$ cat src/rtl/pfd_pkg.sv
package pfd_pkg;

  // Map the two flags onto the two active-low outputs {ref_n, vco_n}.
  function automatic logic [1:0] route_pulses(input logic ref_hit, input logic vco_hit,
                                              input logic pol, input logic active);
    logic a_side;
    logic b_side;
    a_side = pol ? vco_hit : ref_hit;
    b_side = pol ? ref_hit : vco_hit;
    if (!active) return 2'b11;
    return {~a_side, ~b_side};
  endfunction

  // Pump drive: {drive, source}.
  function automatic logic [1:0] pump_ctl(input logic ref_n, input logic vco_n);
    logic drv;
    drv = ref_n ^ vco_n;
    return {drv, drv & ~ref_n};
  endfunction

endpackage

$ cat src/rtl/pfd_edge_det.sv
module pfd_edge_det #(
  parameter int CH = 2
) (
  input  logic          clk,
  input  logic          rst_n,
  input  logic [CH-1:0] sig_i,
  output logic [CH-1:0] rise_o
);

  for (genvar i = 0; i < CH; i++) begin : g_ch
    logic prev_q;

    always_ff @(posedge clk or negedge rst_n) begin
      if (!rst_n) prev_q <= 1'b0;
      else        prev_q <= sig_i[i];
    end

    assign rise_o[i] = sig_i[i] & ~prev_q;

    // a rise cannot be reported in two consecutive cycles
    assert_single_rise_R10: assert property (@(posedge clk) disable iff (!rst_n)
      rise_o[i] |=> !rise_o[i]);
  end

endmodule

$ cat src/rtl/pfd_flops.sv
module pfd_flops #(
  parameter int MIN_PULSE = 2
) (
  input  logic clk,
  input  logic rst_n,
  input  logic active_i,
  input  logic ref_rise_i,
  input  logic vco_rise_i,
  output logic ref_hit_o,
  output logic vco_hit_o
);

  localparam int CNT_W = (MIN_PULSE > 1) ? $clog2(MIN_PULSE) : 1;
  localparam logic [CNT_W-1:0] LAST = CNT_W'(MIN_PULSE - 1);

  logic             ref_hit_q;
  logic             vco_hit_q;
  logic [CNT_W-1:0] cnt_q;
  logic             both_w;
  logic             release_w;

  assign both_w    = ref_hit_q & vco_hit_q;
  assign release_w = both_w & (cnt_q == LAST);

  always_ff @(posedge clk or negedge rst_n) begin
    if (!rst_n) begin
      ref_hit_q <= 1'b0;
      vco_hit_q <= 1'b0;
      cnt_q     <= '0;
    end else if (!active_i) begin
      ref_hit_q <= 1'b0;
      vco_hit_q <= 1'b0;
      cnt_q     <= '0;
    end else begin
      ref_hit_q <= ref_rise_i | (ref_hit_q & ~release_w);
      vco_hit_q <= vco_rise_i | (vco_hit_q & ~release_w);
      cnt_q     <= (both_w & ~release_w) ? cnt_q + 1'b1 : '0;
    end
  end

  assign ref_hit_o = ref_hit_q;
  assign vco_hit_o = vco_hit_q;

  assert_cnt_bound_R4: assert property (@(posedge clk) disable iff (!rst_n)
    cnt_q <= LAST);
  assert_release_R4: assert property (@(posedge clk) disable iff (!rst_n)
    (release_w && !ref_rise_i && !vco_rise_i) |=> (!ref_hit_q && !vco_hit_q));
  assert_idle_clear_R5: assert property (@(posedge clk) disable iff (!rst_n)
    !active_i |=> (!ref_hit_q && !vco_hit_q));

endmodule

$ cat src/rtl/pfd_lockdet.sv
module pfd_lockdet #(
  parameter int MIN_PULSE = 2
) (
  input  logic clk,
  input  logic rst_n,
  input  logic ref_in_i,
  input  logic vco_in_i,
  input  logic polarity_i,
  input  logic det_en_i,
  input  logic lock_en_i,
  input  logic standby_i,
  output logic ref_pulse_n_o,
  output logic vco_pulse_n_o,
  output logic lock_o,
  output logic so_drive_o,
  output logic so_src_o
);
  import pfd_pkg::*;

  logic [1:0] rise_w;
  logic       active_w;
  logic       ref_hit_w;
  logic       vco_hit_w;
  logic [1:0] pulses_w;
  logic [1:0] pump_w;

  assign active_w = det_en_i & ~standby_i;

  pfd_edge_det #(.CH(2)) u_edge (
    .clk   (clk),
    .rst_n (rst_n),
    .sig_i ({vco_in_i, ref_in_i}),
    .rise_o(rise_w)
  );

  pfd_flops #(.MIN_PULSE(MIN_PULSE)) u_flops (
    .clk       (clk),
    .rst_n     (rst_n),
    .active_i  (active_w),
    .ref_rise_i(rise_w[0]),
    .vco_rise_i(rise_w[1]),
    .ref_hit_o (ref_hit_w),
    .vco_hit_o (vco_hit_w)
  );

  assign pulses_w      = route_pulses(ref_hit_w, vco_hit_w, polarity_i, active_w);
  assign ref_pulse_n_o = pulses_w[1];
  assign vco_pulse_n_o = pulses_w[0];
  assign lock_o        = lock_en_i & ref_pulse_n_o & vco_pulse_n_o;
  assign pump_w        = pump_ctl(ref_pulse_n_o, vco_pulse_n_o);
  assign so_drive_o    = pump_w[1];
  assign so_src_o      = pump_w[0];

  assert_rest_level_R5: assert property (@(posedge clk) disable iff (!rst_n)
    (standby_i || !det_en_i) |-> (ref_pulse_n_o && vco_pulse_n_o && !so_drive_o));
  assert_lock_and_R6: assert property (@(posedge clk) disable iff (!rst_n)
    lock_o |-> (ref_pulse_n_o && vco_pulse_n_o));
  assert_lock_gate_R7: assert property (@(posedge clk) disable iff (!rst_n)
    !lock_en_i |-> !lock_o);
  assert_pump_tri_R8: assert property (@(posedge clk) disable iff (!rst_n)
    so_drive_o |-> (ref_pulse_n_o != vco_pulse_n_o));
  assert_pump_dir_R8: assert property (@(posedge clk) disable iff (!rst_n)
    so_src_o |-> (so_drive_o && !ref_pulse_n_o));

endmodule

$ cat config.mk
export PLATFORM = sky130hd
export DESIGN_NAME = pfd_lockdet
export DESIGN_NICKNAME = d
export VERILOG_FILES = /design/src/rtl/pfd_pkg.sv /design/src/rtl/pfd_edge_det.sv /design/src/rtl/pfd_flops.sv /design/src/rtl/pfd_lockdet.sv
export SDC_FILE = /design/constraint.sdc
export NUM_CORES = 1
export LEC_CHECK = 0
export BUFFER_PORTS_ARGS = -buffer_cell sky130_fd_sc_hd__buf_2
export CORE_AREA = 2 2 39 41
export DETAILED_ROUTE_END_ITERATION = 7
export DIE_AREA = 0 0 41 43
export PLACE_DENSITY = 0.5
export SLEW_MARGIN = 10
export SYNTH_ARGS = -nofsm -noshare
export SYNTH_HDL_FRONTEND = slang
export SYNTH_SLANG_ARGS = --single-unit
$ cat constraint.sdc
create_clock -name clk -period 1.2 [get_ports clk]
set_clock_uncertainty 0.05 [all_clocks]
set_input_delay 0.06 -clock clk [delete_from_list [all_inputs] [get_ports clk]]
set_output_delay 0.06 -clock clk [all_outputs]
set_load 0.03 [all_outputs]
==> metrics <==
Mean Syn Cell Area 10.7 sq um; clock buffer depth 2; synth unique cells 12; Clock power frac 0.429; Yosys reg bits 5; Final Hold Violating Endpoints 0; grt met1 use 0.0852; Die H 43 microns; Die Wd 41 microns; Internal Power 343 uW; worst min-delay path category input port to asynchronous set/reset pin; CTS tree built; status complete, but fails checks; die area 0.00176 sq mm; Worst-path clk slew 40 ps; CP max stage delay 360 ps; Worst setup SP type register; Critical Setup Path Class register to primary output; top cell type's share of synthesized area 0.508; Yosys warnings 0; Routed Antenna Nets 0; Least-Margin Pin Slew 161 ps; worst setup margin -238 ps; Setup crit start u_flops.vco_hit_o; sequential share of the synthesized area 0.508; reg2reg end u_flops.ref_hit_o; Synth Instances 23; nets 56; clock sink count 5; Inserted Diodes 0; Clk Latency, worst-skew pair 240 ps; area grow syn2layout 89.3%; hpwl dp 378 microns; Post-Route Utilization 0.337; Power Dens Cells 951 mW/mm^2; post-route insts no fill 62; CTS Buf Count 3; worst reg2reg path depth 4; fmax 695 MHz; Final Max Slew Viols 0; Final Critical Period 1440 ps; core area 0.00138 sq mm; H-tree depth 1; Row Count 14; largest net degree at the start of global routing 6; gr busiest metal met2; synth top area cells dfrtp_1 (51%), a21bo_1 (8.1%), mux2i_1 (8.1%); worst path arrival time 1330 ps; Detailed Route WL 501 microns; Pleak 0.000222 uW; Post-Syn Nets 32; DRC viols 0; Overflow after GRT 0; Finish-stage setup viols 3; M2 GR Usage 0.103; sw frac 0.228; GR Util met3 0.0314; max_cap viols 0; worst reg2reg setup slack 150 ps; Final Wtd Congestion 0.697; most frequent cells in the layout buf_2 (8), buf_6 (5), dfrtp_1 (5); Flop pwr share 0.399; CP top delay family flip-flops; Root Buffer clkbuf_4; crit path buf inv count 2; share of cells above drive strength 1 0.500; Synth Cell Area 246 sq um; Pre-antenna DRT Iters 2; unrepaired setup endpoints after global routing yes; overall routing resource usage 0.0747; top cell type by total area after synthesis dfrtp_1; antenna violations before repair 0; IR drop worst, VDD 523 uV; relative slew slack 0.890; commonest non-fill, non-tap cell in the layout buf_2; vias 241; worst path required time 1090 ps; worst reg2reg startpoint u_flops.vco_hit_o; Final Power 444 uW; Boundary Pins 13; critical path capture point type primary output; combinational fraction of design power 0.171; vias in the first global route 248; Max stage delay cell, worst path dfrtp_1; final period utilization 1.20; Placed Cells 54; DR WL/cell 8.08 microns; Cell Chain, Critical Path mux2i_1, or2_4, ha_4, inv_4, buf_6; failing checks setup timing; Fin Hold WS 117 ps; First DRT Iteration DRCs 1; NetSw 101 uW; Vias per Instance 3.89; IO buf count 12; initial core utilization 0.178; first-pass GRT wire length 862 microns; crit path max fanout 3
-- power by group through the flow --
| stage | clock, uW | combinational (uW) | sequential [uW] |
|---|---|---|---|
| after floorplan | 0 | 29.6 | 180 |
| after global placement | 0 | 58.5 | 180 |
| after detailed placement | 0 | 58.3 | 180 |
| after CTS | 202 | 72.2 | 177 |
| after global routing | 210 | 83.4 | 178 |
| final | 191 | 76.1 | 177 |
-- state kept, by name, indices dropped and copies added, names as in the netlist --
register	count
u_edge.g_ch.prev_q	2
u_flops.cnt_q	1
u_flops.ref_hit_o	1
u_flops.vco_hit_o	1
-- repair_timing --
item                                   4_1_cts  5_1_grt
buffers inserted                             0        1
pin swaps                                    3        1
setup endpoints to repair                    5        5
hold buffers                                 3        0
endpoints found under the hold margin        7        0
gates resized for setup                      8        3
-- per-layer routing --
layer	wire length (microns)	vias to the layer above
met5	0	-
met4	0	0
met3	45	0
met2	212	13
met1	243	104
li1	-	124
-- through the flow --
| step | cell area, sq um | setup WS [ps] | setup TNS [ps] |
|---|---|---|---|
| final | 467 | -238 | -455 |
| after floorplan | 264 | -15.0 | -15.0 |
| after global routing | 467 | -309 | -786 |
| after CTS | 447 | -257 | -463 |
| after detailed placement | 367 | -53.1 | -53.1 |
| after global placement | 367 | -46.7 | -46.7 |
-- Yosys cell counts, drive strengths merged --
cell    n
nor2    2
nand2b  3
o21a    1
a21oi   2
ha      1
nand2   1
mux2i   2
dfrtp   5
nor3    1
a21bo   2
inv     1
or2     2
-- area by class of cell --
cell class | instances | area (sq um)
clock buffers | 4 | 26.3
inverters | 1 | 6.26
fillers | 146 | 917
well taps | 16 | 20.0
flip-flops and latches | 5 | 125
multi-input cells | 17 | 140
repair buffers | 19 | 149
-- worst max-delay path by stage --
| stage | depth (start not counted) | to | slack (ps) |
|---|---|---|---|
| 2_1_floorplan | 4 | so_drive_o | -20 |
| 3_3_place_gp | 5 | so_drive_o | -50 |
| 3_5_place_dp | 5 | so_drive_o | -50 |
| 4_1_cts | 5 | so_drive_o | -260 |
| 5_1_grt | 5 | so_drive_o | -310 |
| 6_report | 5 | so_drive_o | -240 |
-- logic make-up after synthesis --
family | Yosys count | share of synthesized area
AO/OA/AOI/OAI | 5 | 0.152
adder cells (fa/ha/maj) | 1 | 0.0508
flip-flops | 5 | 0.508
AND/OR/NAND/NOR | 9 | 0.193
multiplexers | 2 | 0.0812
buffers and inverters | 1 | 0.0152
Power figures use the tool's default switching activity.
